--- src/rtl/sysclk_pkg.sv ---
package sysclk_pkg;

  localparam int DATA_W    = 8;
  localparam int DIV_SEL_W = 2;
  // widest divided period is 2**(2**DIV_SEL_W - 1), its counter needs this many bits
  localparam int DIV_CNT_W = (1 << DIV_SEL_W) - 1;

  // stored fields, packed so that bit 0 of the struct is bit 0 of the bus word
  typedef struct packed {
    logic                 core_rst;
    logic                 stop;
    logic [DIV_SEL_W-1:0] div_sel;
    logic                 suspend;
  } ctl_t;

  localparam int CTL_W = $bits(ctl_t);

  // last count value of a period of 2**sel cycles
  function automatic logic [DIV_CNT_W-1:0] div_last(input logic [DIV_SEL_W-1:0] sel);
    return DIV_CNT_W'((1 << sel) - 1);
  endfunction

endpackage

--- src/rtl/sysclk_rst_sync.sv ---
module sysclk_rst_sync #(
  parameter int STAGES = 2
) (
  input  logic clk,
  input  logic arst_n,
  output logic srst_n
);

  logic [STAGES-1:0] sync_q;

  always_ff @(posedge clk or negedge arst_n) begin
    if (!arst_n) sync_q <= '0;
    else         sync_q <= {sync_q[STAGES-2:0], 1'b1};
  end

  assign srst_n = sync_q[STAGES-1];

endmodule

--- src/rtl/sysclk_ctl_reg.sv ---
module sysclk_ctl_reg
  import sysclk_pkg::*;
#(
  parameter int RST_CYCLES = 4
) (
  input  logic              clk,
  input  logic              rst_n,
  input  logic              wr,
  input  logic [DATA_W-1:0] wdata,
  input  logic              wake,
  output ctl_t              ctl
);

  localparam int              CNT_W    = (RST_CYCLES > 2) ? $clog2(RST_CYCLES) : 1;
  localparam logic [CNT_W-1:0] CNT_LAST = CNT_W'(RST_CYCLES - 1);

  ctl_t             ctl_q, ctl_d;
  logic [CNT_W-1:0] cnt_q, cnt_d;

  always_comb begin
    ctl_d = ctl_q;
    cnt_d = cnt_q;
    if (wr) begin
      ctl_d.suspend  = wdata[0];
      ctl_d.div_sel  = wdata[DIV_SEL_W:1];
      ctl_d.stop     = wdata[DIV_SEL_W+1];
      ctl_d.core_rst = ctl_q.core_rst | wdata[DIV_SEL_W+2];
    end
    // a running soft reset counts itself out and then clears its own bit
    if (ctl_q.core_rst) begin
      if (cnt_q == CNT_LAST) begin
        ctl_d.core_rst = 1'b0;
        cnt_d          = '0;
      end else begin
        cnt_d = cnt_q + 1'b1;
      end
    end
    // wake, or any cycle of soft reset, leaves the stop state
    if (wake || ctl_q.core_rst || ctl_d.core_rst) ctl_d.stop = 1'b0;
  end

  always_ff @(posedge clk or negedge rst_n) begin
    if (!rst_n) begin
      ctl_q <= '0;
      cnt_q <= '0;
    end else begin
      ctl_q <= ctl_d;
      cnt_q <= cnt_d;
    end
  end

  assign ctl = ctl_q;

endmodule

--- src/rtl/sysclk_base_div.sv ---
module sysclk_base_div
  import sysclk_pkg::*;
(
  input  logic                 clk,
  input  logic                 rst_n,
  input  logic [DIV_SEL_W-1:0] div_sel,
  input  logic                 stop,
  output logic                 tick
);

  logic [DIV_CNT_W-1:0] cnt_q, cnt_d;
  logic [DIV_SEL_W-1:0] act_q, act_d;
  logic                 at_end;

  assign at_end = (cnt_q == div_last(act_q));
  assign tick   = at_end && !stop;

  always_comb begin
    cnt_d = cnt_q;
    act_d = act_q;
    if (stop) begin
      // park on the last count so the first cycle after wake is a pulse
      cnt_d = div_last(div_sel);
      act_d = div_sel;
    end else if (at_end) begin
      cnt_d = '0;
      act_d = div_sel;
    end else begin
      cnt_d = cnt_q + 1'b1;
    end
  end

  always_ff @(posedge clk or negedge rst_n) begin
    if (!rst_n) begin
      cnt_q <= '0;
      act_q <= '0;
    end else begin
      cnt_q <= cnt_d;
      act_q <= act_d;
    end
  end

endmodule

--- src/rtl/sysclk_pm_div.sv ---
module sysclk_pm_div #(
  parameter int PM_DIV = 256
) (
  input  logic clk,
  input  logic rst_n,
  input  logic pm_mode,
  input  logic stop,
  input  logic base_tick,
  output logic pm_pin,
  output logic en
);

  localparam int              CNT_W   = $clog2(PM_DIV);
  localparam logic [CNT_W-1:0] PM_LAST = CNT_W'(PM_DIV - 1);

  logic             pm_q;
  logic [CNT_W-1:0] cnt_q, cnt_d;

  assign en     = base_tick && (!pm_q || (cnt_q == PM_LAST));
  assign pm_pin = pm_q;

  always_comb begin
    cnt_d = cnt_q;
    if (!pm_q || stop)  cnt_d = PM_LAST;
    else if (base_tick) cnt_d = (cnt_q == PM_LAST) ? '0 : cnt_q + 1'b1;
  end

  always_ff @(posedge clk or negedge rst_n) begin
    if (!rst_n) begin
      pm_q  <= 1'b0;
      cnt_q <= PM_LAST;
    end else begin
      pm_q  <= pm_mode;
      cnt_q <= cnt_d;
    end
  end

endmodule

--- src/rtl/sysclk_ctrl.sv ---
module sysclk_ctrl
  import sysclk_pkg::*;
#(
  parameter int RST_CYCLES  = 4,
  parameter int PM_DIV      = 256,
  parameter int SYNC_STAGES = 2
) (
  input  logic              clk,
  input  logic              rst_n,
  input  logic              bus_wr,
  input  logic [DATA_W-1:0] bus_wdata,
  output logic [DATA_W-1:0] bus_rdata,
  input  logic              wake_i,
  input  logic              pm_mode_i,
  output logic              clk_en_o,
  output logic              pm_pin_o,
  output logic              stop_o,
  output logic              core_rst_o,
  output logic              suspend_ok_o
);

  logic rst_sn;
  ctl_t ctl;
  logic base_tick;

  sysclk_rst_sync #(.STAGES(SYNC_STAGES)) u_rst_sync (
    .clk    (clk),
    .arst_n (rst_n),
    .srst_n (rst_sn)
  );

  sysclk_ctl_reg #(.RST_CYCLES(RST_CYCLES)) u_ctl_reg (
    .clk   (clk),
    .rst_n (rst_sn),
    .wr    (bus_wr),
    .wdata (bus_wdata),
    .wake  (wake_i),
    .ctl   (ctl)
  );

  sysclk_base_div u_base_div (
    .clk     (clk),
    .rst_n   (rst_sn),
    .div_sel (ctl.div_sel),
    .stop    (ctl.stop),
    .tick    (base_tick)
  );

  sysclk_pm_div #(.PM_DIV(PM_DIV)) u_pm_div (
    .clk       (clk),
    .rst_n     (rst_sn),
    .pm_mode   (pm_mode_i),
    .stop      (ctl.stop),
    .base_tick (base_tick),
    .pm_pin    (pm_pin_o),
    .en        (clk_en_o)
  );

  assign bus_rdata    = {{(DATA_W-CTL_W){1'b0}}, ctl};
  assign stop_o       = ctl.stop;
  assign core_rst_o   = ctl.core_rst;
  assign suspend_ok_o = ctl.suspend;

endmodule

--- config.mk ---
export PLATFORM = sky130hd
export DESIGN_NAME = sysclk_ctrl
export DESIGN_NICKNAME = d
export VERILOG_FILES = /design/src/rtl/sysclk_pkg.sv /design/src/rtl/sysclk_rst_sync.sv /design/src/rtl/sysclk_ctl_reg.sv /design/src/rtl/sysclk_base_div.sv /design/src/rtl/sysclk_pm_div.sv /design/src/rtl/sysclk_ctrl.sv
export SDC_FILE = /design/constraint.sdc
export NUM_CORES = 1
export LEC_CHECK = 0
export ABC_AREA = 1
export BUFFER_PORTS_ARGS = -buffer_cell sky130_fd_sc_hd__buf_2
export CORE_MARGIN = 5
export CORE_UTILIZATION = 55
export CTS_CLUSTER_DIAMETER = 30
export DETAILED_ROUTE_END_ITERATION = 10
export GPL_TIMING_DRIVEN = 0
export PLACE_DENSITY = 0.83
export SYNTH_ARGS = -nofsm -noshare
export SYNTH_HDL_FRONTEND = slang
export SYNTH_SLANG_ARGS = --single-unit
--- constraint.sdc ---
create_clock -name clk -period 2.6 [get_ports clk]
set_input_delay 0.26 -clock clk [delete_from_list [all_inputs] [get_ports clk]]
set_output_delay 0.26 -clock clk [all_outputs]
set_load 0.02 [all_outputs]
# ---- Yosys cells after proc, flatten, opt, wreduce, memory -nomap -nowiden
# Cells that the tools add are included.
dict set report totals {
  regBits 23
  latchBits 0
  mem_bits_rw 0
  rom_bits 0
  n_memories 0
}
dict set report op_classes {
  n_addsub 5
  mul 0
  div_mod_pow 0
  n_lt_le_gt_ge 0
  n_eq_ne 3
  shifts 2
  n_mux 12
  bitwise 1
  reduce_logical 11
}
# operator count
set ops {}
lappend ops {{$mux 8} 3}
lappend ops {{$add 8x1->8 const B} 1}
lappend ops {{$eq 8x8->1 const B} 1}
lappend ops {{$mux 2} 3}
lappend ops {{$mux 3} 2}
lappend ops {{$reduce_bool 2->1} 3}
lappend ops {{$shl 1x2->3 const A} 2}
lappend ops {{$sub 3x2->3 const B} 2}
lappend ops {{$mux 5} 1}
lappend ops {{$logic_or 1x1->1} 4}
lappend ops {{$add 3x1->3 const B} 1}
lappend ops {{$eq 3x3->1} 1}
lappend ops {{$mux 1} 3}
lappend ops {{$add 2x1->2 const B} 1}
lappend ops {{$eq 2x2->1 const B} 1}
lappend ops {{$logic_and 1x1->1} 2}
lappend ops {{$logic_not 1->1} 2}
lappend ops {{$or 1x1->1} 1}

# ---- Longest topological paths before layout
# Gate-level depths: netlist (run 1).
dict set report depth {
  word_depth 6
  mapped_depth 8
  ltp_nobuf 8
}

# ---- Hierarchy
# A second synthesis (run 1) with hierarchy kept.
dict set report hier_totals {
  hier_cells 161
  area_unflattened_um2 1236.2
}
# module instances cells_each area_each_um2 seq_area_each_um2
set modules_own_cells {}
lappend modules_own_cells {sysclk_pm_div 1 66 506.7 235.2}
lappend modules_own_cells {sysclk_base_div 1 48 325.3 125.1}
lappend modules_own_cells {sysclk_ctl_reg 1 37 301.5 175.2}
lappend modules_own_cells {sysclk_rst_sync 1 3 53.8 50.0}
lappend modules_own_cells {sysclk_ctrl 1 7 48.8 0.0}

# ---- Worst setup path before layout (run 1)
# Ideal clock, no wire load.
dict set report synth_path {
  path_type {flip-flop to output port}
  start {register u_pm_div.cnt_q[0]}
  end {output clk_en_o}
  arrival_ns 1.393
  required_time_ns 2.340
  slack_ns 0.947
  stages_incl_launch_ff 6
  n_path_buf 0
  cell_sequence {dfstp_2 -> ha_1 -> nand3_1 -> clkinv_1 -> nand2_1 -> a21oi_1}
}
dict set report synth_via {
  elab_chain_cells 3
}
# element line
set synth_rtl {}
lappend synth_rtl {{from (decl)} sysclk_pm_div.sv:17} ;# logic [CNT_W-1:0] cnt_q, cnt_d;
lappend synth_rtl {{from (signal assigned)} sysclk_pm_div.sv:34} ;# cnt_q <= cnt_d;
lappend synth_rtl {{$eq 8x8->1} sysclk_pm_div.sv:19} ;# assign en = base_tick && (!pm_q || (cnt_q == PM_LAST));
lappend synth_rtl {{$logic_or 1x1->1} sysclk_pm_div.sv:19}
lappend synth_rtl {{$logic_and 1x1->1} sysclk_pm_div.sv:19}
lappend synth_rtl {{to (decl)} sysclk_ctrl.sv:15} ;# output logic clk_en_o,
# Every way passes these cells.

# ---- Final worst setup path (run 1)
# Same ends and word-level chain as after synthesis.

==> impl_metrics.env, run 1 <==
export IMPL_outcome="finished clean"
export IMPL_die_w_um=57.0
export IMPL_grt_max_degree=22
export IMPL_power_per_cell_area_nw_per_um2=1280
export IMPL_max_freq_mhz=484
export IMPL_fin_util_pct=64.6
export IMPL_cts_setup_buffers=0
export IMPL_drv_cap=0
export IMPL_tightest_slew_ns=0.801
export IMPL_ir_drop_mv=0.933
export IMPL_relSlewSlack_pct=46.6
export IMPL_drive_above_1_share_pct=27.9
export IMPL_fp_dieH_um=57.0
export IMPL_detail_route_iter0_violations=26
export IMPL_hold_class="in2reg"
export IMPL_yosysWarnings=0
export IMPL_gp_congestion=0.828
export IMPL_startpoint_type="register"
export IMPL_rsz0062_at_grt="false"
export IMPL_grt_use_total_pct=16.1
export IMPL_cts_max_level=1
export IMPL_numCtsBuffers=3
export IMPL_setup_viol=0
export IMPL_whs_path_depth=1
export IMPL_clock_sinks=23
export IMPL_fp_row_count=17
export IMPL_postRouteAntennaNets=0
export IMPL_area_growth_pct=14.4
export IMPL_dp_hpwl_mm=1.81
export IMPL_whs_ns=0.0482
export IMPL_instances_no_fill=200
export IMPL_ys_types=25
export IMPL_crit_path_end_kind="output port"
export IMPL_dr_pass1_iters=4
export IMPL_crit_required_ns=2.34
export IMPL_ff2ff_path_depth=8
export IMPL_n_antenna_cell=0
export IMPL_drc_errors=0
export IMPL_port_buffers=19
export IMPL_avgSynthCellArea_um2=8.30
export IMPL_clock_skew_ns=0.00890
export IMPL_cts_tree="yes"
export IMPL_core_area_um2=2150
export IMPL_r2r_setup_slack_ns=1.11
export IMPL_cts_resized=0
export IMPL_grt_pass1_wl_mm=4.10
export IMPL_totalWireLength_mm=2.32
export IMPL_period_share_pct=79.5
export IMPL_period_minus_slack_ns=2.07
export IMPL_place_inst=195
export IMPL_cts_root_buf="clkbuf_4"
export IMPL_die_area_um2=3240
export IMPL_drv_slew=0
export IMPL_netlist_area_um2=1210
export IMPL_cts_path_max_buffers=2
export IMPL_seq_area_frac_synth_pct=48.3
export IMPL_ioPinCount=26
export IMPL_grt_antenna_before_repair=0
export IMPL_initial_core_util_pct=56.4
export IMPL_leakage_nw=0.734
export IMPL_vias_per_cell=5.10
export IMPL_syn_inst=146
export IMPL_arrival_ns=1.81
export IMPL_setup_tns_ns=0
export IMPL_grt_pass1_vias=962
export IMPL_synth_seq_cells=23
export IMPL_clk_pin_slew_worst_paths_ns=0.13
export IMPL_p_total_mw=1.78
export IMPL_avgRoutedWirePerCell_um=11.6
export IMPL_num_vias=1019
export IMPL_crit_path_max_fanout=5
export IMPL_path_class="reg2out"
export IMPL_nets=189
export IMPL_finalHoldViolCount=0
export IMPL_clk_latency_ns=0.31
export IMPL_grt_overflow_total=0
-- cells by family after synthesis --
logic type | Yosys count | synth area share [%]
other | 2 | 0.619
AOI/OAI and AO/OA | 15 | 7.64
buffers and inverters | 19 | 8.36
and+or+nand+nor | 79 | 28.4
adders and majority gates | 3 | 3.10
xor gates and xnor gates | 5 | 3.61
DFF | 23 | 48.3
-- synthesized netlist by cell type --
library cell / count / area (um^2)
inv_1: 8 / 30.0
a21oi_1: 1 / 5.00
nand2_1: 50 / 188
o21ai_1: 5 / 25.0
inv_2: 3 / 11.3
conb_1: 2 / 7.51
buf_6: 1 / 11.3
nand2_2: 1 / 6.26
nor2_1: 5 / 18.8
nor4_1: 1 / 6.26
or2_1: 1 / 6.26
o21ai_0: 4 / 20.0
a21oi_2: 4 / 35.0
dfstp_2: 8 / 210
xnor2_1: 4 / 35.0
buf_4: 6 / 45.0
clkinv_1: 1 / 3.75
o21bai_1: 1 / 7.51
ha_1: 3 / 37.5
nand3_2: 1 / 10.0
dfrtp_1: 15 / 375
nand3_1: 18 / 90.1
nand3b_1: 1 / 7.51
xor2_1: 1 / 8.76
nor2_4: 1 / 11.3
-- state kept, by name, indices dropped and copies added, names as in the netlist --
| name | count |
|---|---|
| u_pm_div.pm_pin | 1 |
| u_ctl_reg.ctl | 5 |
| u_pm_div.cnt_q | 8 |
| u_base_div.act_q | 2 |
| u_ctl_reg.cnt_q | 2 |
| u_rst_sync.sync_q | 2 |
| u_base_div.cnt_q | 3 |
-- report_power, final --
part | switching (mW) | total, mW | internal, mW | leakage [nW]
Clock | 0.103 | 0.160 | 0.0574 | 0.0177
Sequential | 0.152 | 0.684 | 0.532 | 0.267
Combinational | 0.555 | 0.931 | 0.376 | 0.449
-- final timing paths --
kind	end	start
worst max-delay path	clk_en_o	u_pm_div.cnt_q[0]
worst min-delay path	u_pm_div.pm_pin	pm_mode_i
worst max register to register	u_pm_div.cnt_q[5]	u_pm_div.cnt_q[0]
worst min register to register	u_pm_div.pm_pin	u_rst_sync.sync_q[1]
max in group asynchronous	u_base_div.act_q[0]	u_rst_sync.sync_q[1]
min in group asynchronous	u_rst_sync.sync_q[1]	rst_n
-- layout by cell type, fill, tap and decap left out, types with 3 or more instances in the layout --
cell type	Yosys	layout
o21ai_1	5	5
buf_2	0	19
xnor2_1	4	4
nand2_1	50	50
conb_1	2	4
inv_2	3	3
o21ai_0	4	4
nand3_1	18	18
a21oi_2	4	4
nor2_1	5	5
dfrtp_1	15	15
ha_1	3	3
dfstp_2	8	8
inv_1	8	8
clkbuf_4	0	3
buf_4	6	6
-- critical path: stages (launching register included) --
cell	delay, ns
dfstp_2	0.59
ha_1	0.19
nand3_1	0.17
clkinv_1	0.07
nand2_1	0.12
a21oi_1	0.17
buf_2	0.18
-- per-stage QoR --
stage	area, um^2	worst slack, ns
CTS	1390	0.537
global placement	1350	0.906
floorplan	1220	0.947
finish	1390	0.533
detailed placement	1350	0.903
global route	1390	0.364
-- per-layer routing --
metal | vias up | GRT usage [%] | part of all wire, %
met3 | 2 | 3.62 | 3.6
li1 | 513 | - | -
met5 | - | 0 | 0
met4 | 0 | 5.30 | 0.73
met1 | 483 | 18.9 | 45
met2 | 21 | 29.0 | 51
-- final cells by class --
type / count / area [um^2]
Inverter: 12 / 45.0
Clock inverter: 1 / 5.00
Clock buffer: 3 / 22.5
Tap cell: 28 / 35.0
Multi-Input combinational cell: 106 / 533
Timing Repair Buffer: 20 / 105
Fill cell: 190 / 761
Buffer: 7 / 56.3
Sequential cell: 23 / 586
-- what timing repair did --
action	4_1_cts	5_1_grt
endpoints found under the hold margin	2	0
hold buffers	1	0
setup endpoints to repair	0	0
Note: power is estimated with default switching activity, not from simulation.
==> run 2, diff against run 1 <==
--- a/config.mk
+++ b/config.mk
@@ -8,11 +8,11 @@
 export ABC_AREA = 1
 export BUFFER_PORTS_ARGS = -buffer_cell sky130_fd_sc_hd__buf_2
 export CORE_MARGIN = 5
-export CORE_UTILIZATION = 55
+export CORE_UTILIZATION = 48
 export CTS_CLUSTER_DIAMETER = 30
 export DETAILED_ROUTE_END_ITERATION = 10
 export GPL_TIMING_DRIVEN = 0
-export PLACE_DENSITY = 0.83
+export PLACE_DENSITY = 0.77
 export SYNTH_ARGS = -nofsm -noshare
 export SYNTH_HDL_FRONTEND = slang
 export SYNTH_SLANG_ARGS = --single-unit
==> constraint.sdc (replaced) <==
create_clock -name clk -period 1.9 [get_ports clk]
set_input_delay 0.19 -clock clk [delete_from_list [all_inputs] [get_ports clk]]
set_output_delay 0.19 -clock clk [all_outputs]
set_load 0.02 [all_outputs]
==> run 2 against run 1 <==
Global-route usage fell by 1.4 points. Count of clock-buffer cells in the layout unchanged. Critical path depth stayed put. Total power is 46% higher. Register-to-register slack worse by 0.54 ns. Flip-flop and latch count unchanged. Setup slack got worse by 0.42 ns. First-iteration DRC count shrank 27%. Clock skew fell by 0.0079 ns. Sequential power grew 39%. Sequential share of layout area is 2.6 points lower. Highest routed layer unchanged.
==> impl_metrics.env, run 2 (same netlist as run 1, synthesis figures left out) <==
export IMPL_outcome="finished clean"
export IMPL_clk_pin_slew_worst_paths_ns=0.12
export IMPL_drv_slew=0
export IMPL_dp_slack_ns=0.296
export IMPL_relSlewSlack_pct=43.9
export IMPL_r2r_start="u_pm_div.cnt_q[0]"
export IMPL_fp_dieH_um=60.3
export IMPL_startpoint_type="register"
export IMPL_p_total_mw=2.59
export IMPL_critical_path_top_delay_family="flip-flops"
export IMPL_n_antenna_cell=0
export IMPL_most_common_layout_cells="nand2_1, buf_2, nand3_1, dfrtp_1, buf_4"
export IMPL_grt_pass1_wl_mm=3.96
export IMPL_dp_hpwl_mm=1.69
export IMPL_cts_root_buf="clkbuf_4"
export IMPL_drv_cap=0
export IMPL_grt_use_total_pct=14.7
export IMPL_largest_register_ffs=8
export IMPL_worst_path_largest_cell_delay_ns=0.58
export IMPL_stdcell_area_um2=1480
export IMPL_worstHoldEndpoint="u_ctl_reg.ctl[0]"
export IMPL_slowest_stage="dfstp_2"
export IMPL_postRouteAntennaNets=0
export IMPL_largest_register="u_pm_div.cnt_q"
export IMPL_grt_antenna_before_repair=0
export IMPL_crit_reg2reg_capture="u_pm_div.cnt_q[5]"
export IMPL_vias_per_cell=4.87
export IMPL_gp_congestion=0.794
export IMPL_core_area_um2=2450
export IMPL_grt_pass1_vias=951
export IMPL_dr_pass1_iters=4
export IMPL_ff2ff_path_depth=8
export IMPL_power_per_cell_area_nw_per_um2=1750
export IMPL_clk_latency_ns=0.31
export IMPL_cts_path_max_buffers=2
export IMPL_crit_required_ns=1.71
export IMPL_initial_core_util_pct=49.4
export IMPL_avgRoutedWirePerCell_um=11.3
export IMPL_critPathBufInv=2
export IMPL_leakage_nw=0.766
export IMPL_ioPinCount=26
export IMPL_multi_input_area_um2=577
export IMPL_die_area_um2=3630
export IMPL_finalHoldViolCount=0
export IMPL_period_share_pct=94.0
export IMPL_grt_overflow_total=0
export IMPL_hold_class="in2reg"
export IMPL_totalWireLength_mm=2.35
export IMPL_cts_max_level=1
export IMPL_drive_above_1_share_pct=33.3
export IMPL_fin_ws_ns=0.114
export IMPL_nets=194
export IMPL_detail_route_iter0_violations=19
export IMPL_whs_path_depth=3
export IMPL_numCtsBuffers=3
export IMPL_port_buffers=19
export IMPL_path_cells="ha_4 > nand3_4 > clkinv_1 > nand2_2 > a21oi_2 > buf_4"
export IMPL_worstHoldStart="bus_wdata[0]"
export IMPL_nFillCells=223
export IMPL_mostFrequentLayoutCell="nand2_1"
export IMPL_max_freq_mhz=560
export IMPL_period_minus_slack_ns=1.79
export IMPL_r2r_setup_slack_ns=0.57
export IMPL_area_growth_pct=22.1
export IMPL_regArea_um2=587
export IMPL_cts_tree="yes"
export IMPL_arrival_ns=1.60
export IMPL_place_area_um2=1350
export IMPL_num_vias=1009
export IMPL_drc_errors=0
export IMPL_grt_max_degree=22
export IMPL_setup_viol=0
export IMPL_path_class="reg2out"
export IMPL_clock_skew_ns=0.00101
export IMPL_tightest_slew_ns=0.841
export IMPL_die_w_um=60.3
export IMPL_worstSetupPathDepth=6
export IMPL_crit_path_max_fanout=5
export IMPL_fp_row_count=18
export IMPL_clock_sinks=23
export IMPL_ir_drop_mv=1.13
export IMPL_crit_path_end_kind="output port"
[run 2: changes by cell type in the layout (fill, tap and decap cells not counted), sizes merged]
cell and change:
dlygate4sd3 +2, buf +3
[run 2: worst max-delay path by stage]
stage / from / end / slack [ns]
finish: u_pm_div.cnt_q[0] / clk_en_o / 0.11
global route: u_base_div.act_q[1] / clk_en_o / -0.01
CTS: u_pm_div.cnt_q[0] / clk_en_o / 0.02
detailed placement: u_pm_div.cnt_q[0] / clk_en_o / 0.30
global placement: u_pm_div.cnt_q[0] / clk_en_o / 0.30
floorplan: u_pm_div.cnt_q[0] / clk_en_o / 0.32
[run 2: report_power, final]
part	leakage (nW)	switching, mW	internal (mW)	total [mW]
Sequential	0.266	0.217	0.731	0.948
Combinational	0.482	0.791	0.633	1.42
Clock	0.0177	0.144	0.0787	0.223
Total	0.766	1.15	1.44	2.59
[run 2: repair_timing]
action | in CTS | in global routing
hold buffers | 2 | 1
endpoints found under the setup margin | 1 | 1
buffers inserted | 2 | 1
endpoints found under the hold margin | 3 | 1
gates resized for setup | 2 | 9
gates cloned | 0 | 0
pin swaps | 0 | 1
[run 2: per-layer routing]
| metal | GRT usage, % | up-vias | part of all wire, % |
|---|---|---|---|
| met5 | 0 | - | 0 |
| li1 | - | 518 | - |
| met4 | 6.65 | 0 | 1.8 |
| met2 | 24.8 | 26 | 49 |
| met1 | 17.4 | 460 | 43 |
| met3 | 3.46 | 5 | 6.1 |
[run 2: stage by stage]
step                hold WS (ns)  TNS (ns)  util (%)  cells
global route              0.0644   -0.0116      60.3    207
finish                    0.0751         0      60.3    207
floorplan                 -0.106         0         -    148
global placement         -0.0252         0      55.1    197
CTS                      0.00206         0      58.0    205
detailed placement       -0.0237         0      55.1    197
[run 2: area by class of cell]
cell class | count | share of cell area, %
clock inverter | 1 | 0.338
buffer | 7 | 3.80
multi-input combinational | 106 | 39.0
inverter | 12 | 3.04
timing repair buffer | 25 | 10.1
clock buffer | 3 | 1.52
sequential | 23 | 39.6
tap | 30 | 2.54
[run 2: worst min-delay path: cells and delay by family]
family / cells / cell delay [ns]
buffers and inverters: 1 / 0.07
AND/OR/NAND/NOR: 2 / 0.10
